==> src/rtl/rx_err_fifo_pkg.sv <==
package rx_err_fifo_pkg;
  typedef struct packed {
    logic brk;
    logic frm;
    logic par;
  } rx_flags_t;

  localparam logic [3:0] CMD_RX_RST  = 4'h2;
  localparam logic [3:0] CMD_ERR_RST = 4'h4;
endpackage

==> src/rtl/rx_err_fifo_ctrl.sv <==
module rx_err_fifo_ctrl #(
  parameter int DEPTH = 8,
  localparam int AW = (DEPTH > 1) ? $clog2(DEPTH) : 1,
  localparam int CW = $clog2(DEPTH + 1)
) (
  input  logic          clk_i,
  input  logic          rst_ni,
  input  logic          flush_i,
  input  logic          wr_i,
  input  logic          rd_i,
  output logic          push_o,
  output logic          pop_o,
  output logic          ovr_evt_o,
  output logic          full_o,
  output logic          empty_o,
  output logic [AW-1:0] wr_ptr_o,
  output logic [AW-1:0] rd_ptr_o
);
  logic [CW-1:0] count_q;
  logic [AW-1:0] wr_ptr_q, rd_ptr_q;

  function automatic logic [AW-1:0] nxt(input logic [AW-1:0] p);
    return (p == AW'(DEPTH - 1)) ? '0 : p + 1'b1;
  endfunction

  assign full_o    = (count_q == CW'(DEPTH));
  assign empty_o   = (count_q == '0);
  assign pop_o     = rd_i && !empty_o && !flush_i;
  // full queue accepts a write only when a read frees a slot this cycle
  assign push_o    = wr_i && (!full_o || pop_o) && !flush_i;
  assign ovr_evt_o = wr_i && full_o && !pop_o && !flush_i;
  assign wr_ptr_o  = wr_ptr_q;
  assign rd_ptr_o  = rd_ptr_q;

  always_ff @(posedge clk_i or negedge rst_ni) begin
    if (!rst_ni) begin
      count_q  <= '0;
      wr_ptr_q <= '0;
      rd_ptr_q <= '0;
    end else if (flush_i) begin
      count_q  <= '0;
      wr_ptr_q <= '0;
      rd_ptr_q <= '0;
    end else begin
      if (push_o) wr_ptr_q <= nxt(wr_ptr_q);
      if (pop_o)  rd_ptr_q <= nxt(rd_ptr_q);
      case ({push_o, pop_o})
        2'b10:   count_q <= count_q + 1'b1;
        2'b01:   count_q <= count_q - 1'b1;
        default: count_q <= count_q;
      endcase
    end
  end
endmodule

==> src/rtl/rx_err_fifo_store.sv <==
module rx_err_fifo_store
  import rx_err_fifo_pkg::*;
#(
  parameter int DEPTH = 8,
  localparam int AW = (DEPTH > 1) ? $clog2(DEPTH) : 1
) (
  input  logic          clk_i,
  input  logic          rst_ni,
  input  logic          push_i,
  input  logic [AW-1:0] wr_ptr_i,
  input  logic [7:0]    wr_data_i,
  input  rx_flags_t     wr_flags_i,
  input  logic          flag_clr_i,
  input  logic [AW-1:0] rd_ptr_i,
  output logic [7:0]    head_data_o,
  output rx_flags_t     head_flags_o
);
  logic [7:0] data_q  [DEPTH];
  rx_flags_t  flags_q [DEPTH];

  for (genvar i = 0; i < DEPTH; i++) begin : g_ent
    logic sel;
    assign sel = push_i && (wr_ptr_i == AW'(i));

    always_ff @(posedge clk_i) begin
      if (sel) data_q[i] <= wr_data_i;
    end

    // a write into this slot outranks a same-cycle flag clear
    always_ff @(posedge clk_i or negedge rst_ni) begin
      if (!rst_ni)         flags_q[i] <= '0;
      else if (sel)        flags_q[i] <= wr_flags_i;
      else if (flag_clr_i) flags_q[i] <= '0;
    end
  end

  assign head_data_o  = data_q[rd_ptr_i];
  assign head_flags_o = flags_q[rd_ptr_i];
endmodule

==> src/rtl/rx_err_fifo_errs.sv <==
module rx_err_fifo_errs
  import rx_err_fifo_pkg::*;
(
  input  logic      clk_i,
  input  logic      rst_ni,
  input  logic      clr_i,
  input  logic      push_i,
  input  rx_flags_t push_flags_i,
  input  logic      ovr_evt_i,
  output rx_flags_t acc_o,
  output logic      ovr_o
);
  rx_flags_t acc_q;
  logic      ovr_q;

  always_ff @(posedge clk_i or negedge rst_ni) begin
    if (!rst_ni) begin
      acc_q <= '0;
      ovr_q <= 1'b0;
    end else begin
      acc_q <= (clr_i ? rx_flags_t'('0) : acc_q) | (push_i ? push_flags_i : rx_flags_t'('0));
      ovr_q <= (ovr_q && !clr_i) || ovr_evt_i;
    end
  end

  assign acc_o = acc_q;
  assign ovr_o = ovr_q;
endmodule

==> src/rtl/rx_err_fifo.sv <==
module rx_err_fifo
  import rx_err_fifo_pkg::*;
#(
  parameter int DEPTH = 8
) (
  input  logic       clk_i,
  input  logic       rst_ni,
  input  logic       wr_valid_i,
  input  logic [7:0] wr_data_i,
  input  logic       wr_brk_i,
  input  logic       wr_frm_i,
  input  logic       wr_par_i,
  input  logic       rd_i,
  input  logic       cmd_valid_i,
  input  logic [3:0] cmd_i,
  input  logic       blk_mode_i,
  input  logic       tx_empty_i,
  input  logic       tx_rdy_i,
  output logic [7:0] rd_data_o,
  output logic [7:0] status_o
);
  localparam int AW = (DEPTH > 1) ? $clog2(DEPTH) : 1;

  logic          rx_rst, err_rst, any_clr;
  logic          push, pop, ovr_evt, full, empty, ovr;
  logic [AW-1:0] wr_ptr, rd_ptr;
  logic [7:0]    head_data;
  rx_flags_t     wr_flags, head_flags, acc, shown;

  assign rx_rst   = cmd_valid_i && (cmd_i == CMD_RX_RST);
  assign err_rst  = cmd_valid_i && (cmd_i == CMD_ERR_RST);
  assign any_clr  = rx_rst || err_rst;
  assign wr_flags = '{brk: wr_brk_i, frm: wr_frm_i, par: wr_par_i};

  rx_err_fifo_ctrl #(.DEPTH(DEPTH)) u_ctrl (
    .clk_i     (clk_i),
    .rst_ni    (rst_ni),
    .flush_i   (rx_rst),
    .wr_i      (wr_valid_i),
    .rd_i      (rd_i),
    .push_o    (push),
    .pop_o     (pop),
    .ovr_evt_o (ovr_evt),
    .full_o    (full),
    .empty_o   (empty),
    .wr_ptr_o  (wr_ptr),
    .rd_ptr_o  (rd_ptr)
  );

  rx_err_fifo_store #(.DEPTH(DEPTH)) u_store (
    .clk_i        (clk_i),
    .rst_ni       (rst_ni),
    .push_i       (push),
    .wr_ptr_i     (wr_ptr),
    .wr_data_i    (wr_data_i),
    .wr_flags_i   (wr_flags),
    .flag_clr_i   (any_clr),
    .rd_ptr_i     (rd_ptr),
    .head_data_o  (head_data),
    .head_flags_o (head_flags)
  );

  rx_err_fifo_errs u_errs (
    .clk_i        (clk_i),
    .rst_ni       (rst_ni),
    .clr_i        (any_clr),
    .push_i       (push),
    .push_flags_i (wr_flags),
    .ovr_evt_i    (ovr_evt),
    .acc_o        (acc),
    .ovr_o        (ovr)
  );

  always_comb begin
    if (blk_mode_i)  shown = acc;
    else if (empty)  shown = '0;
    else             shown = head_flags;
  end

  assign rd_data_o = empty ? 8'h00 : head_data;
  assign status_o  = {shown, ovr, tx_empty_i, tx_rdy_i, full, !empty};

  logic unused_pop;
  assign unused_pop = pop;
endmodule

==> config.mk <==
export PLATFORM = sky130hd
export DESIGN_NAME = rx_err_fifo
export DESIGN_NICKNAME = d
export VERILOG_FILES = /design/src/rtl/rx_err_fifo_pkg.sv /design/src/rtl/rx_err_fifo_ctrl.sv /design/src/rtl/rx_err_fifo_store.sv /design/src/rtl/rx_err_fifo_errs.sv /design/src/rtl/rx_err_fifo.sv
export SDC_FILE = /design/constraint.sdc
export NUM_CORES = 1
export LEC_CHECK = 0
export BUFFER_PORTS_ARGS = -buffer_cell sky130_fd_sc_hd__buf_2
export CAP_MARGIN = 20
export CORE_ASPECT_RATIO = 1.75
export CORE_UTILIZATION = 50
export DETAILED_ROUTE_END_ITERATION = 8
export GPL_TIMING_DRIVEN = 0
export PLACE_DENSITY = 0.69
export SLEW_MARGIN = 20
export SYNTH_ARGS = -nofsm -noshare
export SYNTH_HDL_FRONTEND = slang
export SYNTH_HIERARCHICAL = 1
export SYNTH_SLANG_ARGS = --single-unit
==> constraint.sdc <==
create_clock -name clk_i -period 4.2 [get_ports clk_i]
set_input_delay 0.63 -clock clk_i [delete_from_list [all_inputs] [get_ports clk_i]]
set_output_delay 0.63 -clock clk_i [all_outputs]
set_load 0.01 [all_outputs]
==> impl_summary.log <==
INFO  metric run_status = completed
INFO  metric finalSetupViolCount = 0
INFO  metric power_switching = 0.00109 W
INFO  metric worstSetupStartpointType = flip-flop
INFO  metric finalInstanceArea = 0.00534 mm2
INFO  metric worst_r2r_startpoint = u_ctrl/count_q[0]
INFO  metric tritoncts = yes
INFO  metric min_path_type = input port to async pin
INFO  metric internal_power_contribution = 0.00249 W
INFO  metric nNetsFinal = 378
INFO  metric type_of_destination_of_the_critical_path = primary output
INFO  metric insertion_delay = 0.34 ns
INFO  metric timing.critical_path.required = 3.57 ns
INFO  metric clock_path_buffers = 2
INFO  metric fin_crit_sh = 0.748
INFO  metric ant_nets = 0
INFO  metric post_route_cells_drive_above_1_share = 0.335
INFO  metric post_route_skew = 0.00440 ns
INFO  metric core.rowCount = 46
INFO  metric post-cts-setup-buffer-count = 0
INFO  metric clk_pin_slew_worst_paths = 0.06 ns
INFO  metric r2r_cells = 4
INFO  metric min_period = 3.14 ns
INFO  metric r2r_setup_slack = 1.48 ns
INFO  metric switching_share = 0.305
INFO  metric post-dp-hpwl = 6390 um
INFO  metric cts.htree.levels = 3
INFO  metric worst_path_max_delay_cell = sky130_fd_sc_hd__clkbuf_1
INFO  metric first_global_vias = 2681
INFO  metric fmaxAchievable = 318 MHz
INFO  metric syn_avg_cell_area = 15.6 um2
INFO  metric routed_wire_length_per_instance = 18.8 um
INFO  metric pwr_density_cell = 671 mW/mm2
INFO  metric crit_path_max_fanout = 10
INFO  metric worstPathBufferInverterCount = 2
INFO  metric mostFrequentLayoutCell = sky130_fd_sc_hd__edfxtp_1
INFO  metric synth.net_count = 333
INFO  metric unrepaired_setup_endpoints_after_global_routing = no
INFO  metric clock-root-buffer = sky130_fd_sc_hd__clkbuf_16
INFO  metric grt_antenna_before_repair = 0
INFO  metric drt_first_iter_violations = 146
INFO  metric drtPass1Iterations = 4
INFO  metric cts_buffers = 9
INFO  metric crit_path_max_incr_delay = 0.65 ns
INFO  metric final_cell_mix = sky130_fd_sc_hd__edfxtp_1, sky130_fd_sc_hd__buf_2, sky130_fd_sc_hd__dfrtp_1
INFO  metric synth_warnings = 6
INFO  metric gate_count_post_synth = 303
INFO  metric fp.dieW = 75.5 um
INFO  metric cellLeakagePower = 2.13 nW
INFO  metric floorplan.die_area = 0.00985 mm2
INFO  metric io_buffers = 34
INFO  metric max_cap_violations = 0
INFO  metric via_count = 2628
INFO  metric syn_area = 0.00472 mm2
INFO  metric grt.total_usage = 0.205
INFO  metric n_fill_cell = 776
INFO  metric slew-limit-headroom = 0.337
INFO  metric critical_path.reg2reg.endpoint = u_store/data_q[0][6]
INFO  metric seq_power_share = 0.411
INFO  metric timing_max_transition_violations_final = 0
INFO  metric fin_total_pwr = 0.00358 W
INFO  metric timing.final.hold_violations = 0
INFO  metric floorplan.die.height = 131 um
INFO  metric drt-total-wl = 8890 um
INFO  metric n_antenna_cell = 0
INFO  metric grt_start_max_net_pins = 39
INFO  metric timing.critical_path.arrival = 2.51 ns
INFO  metric share_comb_of_total_power = 0.360
INFO  metric gpl.final_weighted_congestion = 0.799
INFO  metric placement.cell_area = 0.00504 mm2
INFO  metric hold_buffers_post_cts = 0
INFO  metric share_clk_of_total_power = 0.229
INFO  metric remaining_drc_errors = 0
INFO  metric areaGrowthSynthToFinish = 13.1%
INFO  metric post_cts_resize_count = 0
INFO  metric fp.coreArea = 0.00909 mm2
INFO  metric grt_pass1_wl = 14200 um
INFO  metric tightest_slew = 0.989 ns
INFO  metric worst-path-stages = 5
INFO  metric crit_chain = clkbuf_1 > mux4_2 > mux2_2 > a22o_1 > buf_2
INFO  metric grt_remaining_overflow = 0
INFO  metric tns = 0 ns
INFO  metric vias_per_cell = 5.57
INFO  metric clock_sinks = 102
INFO  metric io_pins = 39
INFO  metric worst_ir_drop_vdd = 349 uV
INFO  metric path_delay_family = buffers and inverters
INFO  metric critPathKind = flip-flop to primary output
INFO  metric floorplan.initialDensity = 0.519
[registers in the layout, indices dropped and copies added (netlist names)]
signal           flops
u_ctrl/count_q       4
u_ctrl/rd_ptr_o      3
u_ctrl/wr_ptr_o      3
u_errs/acc_o         3
u_errs/ovr_o         1
u_store/data_q      64
u_store/flags_q     24
[worst max-delay path by stage]
stage                             from                    to  slack [ns]
floorplan                     cmd_i[0]     u_ctrl/count_q[3]        1.41
global placement           cmd_valid_i  u_store/data_q[0][6]        0.79
detailed placement         cmd_valid_i  u_store/data_q[0][6]        0.73
CTS                 u_ctrl/rd_ptr_o[0]           status_o[7]        1.01
global route        u_ctrl/rd_ptr_o[0]           status_o[7]        0.94
finish              u_ctrl/rd_ptr_o[2]           status_o[6]        1.06
[through the flow]
stage,setup WS (ns),utilization,hold slack [ns],cells
2_1_floorplan,1.41,-,0.334,303
3_3_place_gp,0.789,0.554,0.478,457
3_5_place_dp,0.728,0.554,0.483,457
4_1_cts,1.01,0.587,0.427,472
5_1_grt,0.937,0.587,0.469,472
6_report,1.06,0.587,0.395,472
[power groups by stage]
stage / Combinational (W) / Clock [W] / Sequential (W)
after floorplan: 0.000990 / 0 / 0.00144
after global placement: 0.00127 / 0 / 0.00148
after detailed placement: 0.00131 / 0 / 0.00149
after CTS: 0.00132 / 0.000840 / 0.00147
after global routing: 0.00143 / 0.000879 / 0.00150
final: 0.00129 / 0.000820 / 0.00147
[worst register-to-register path: stages, from the launching register on]
cell	delay, ns
sky130_fd_sc_hd__dfrtp_1	0.49
sky130_fd_sc_hd__nor3_2	0.13
sky130_fd_sc_hd__a31oi_1	0.81
sky130_fd_sc_hd__or4b_1	0.62
sky130_fd_sc_hd__inv_1	0.33
[metal layers]
layer,vias to the layer above,share of wire,track usage
li1,1237,-,-
met1,1334,0.39,0.233
met5,-,0,0
met3,12,0.024,0.0368
met4,0,0.027,0.0937
met2,45,0.56,0.366
[layout make-up]
class | count | area, um2 | share of cell area
Sequential cell | 102 | 2870 | 0.538
Multi-Input combinational cell | 171 | 1710 | 0.321
Clock buffer | 10 | 239 | 0.0448
Timing Repair Buffer | 34 | 170 | 0.0319
Tap cell | 120 | 150 | 0.0281
Buffer | 17 | 85.1 | 0.0159
Clock inverter | 5 | 57.6 | 0.0108
Inverter | 13 | 48.8 | 0.00914
Power figures use the tool's default switching activity.
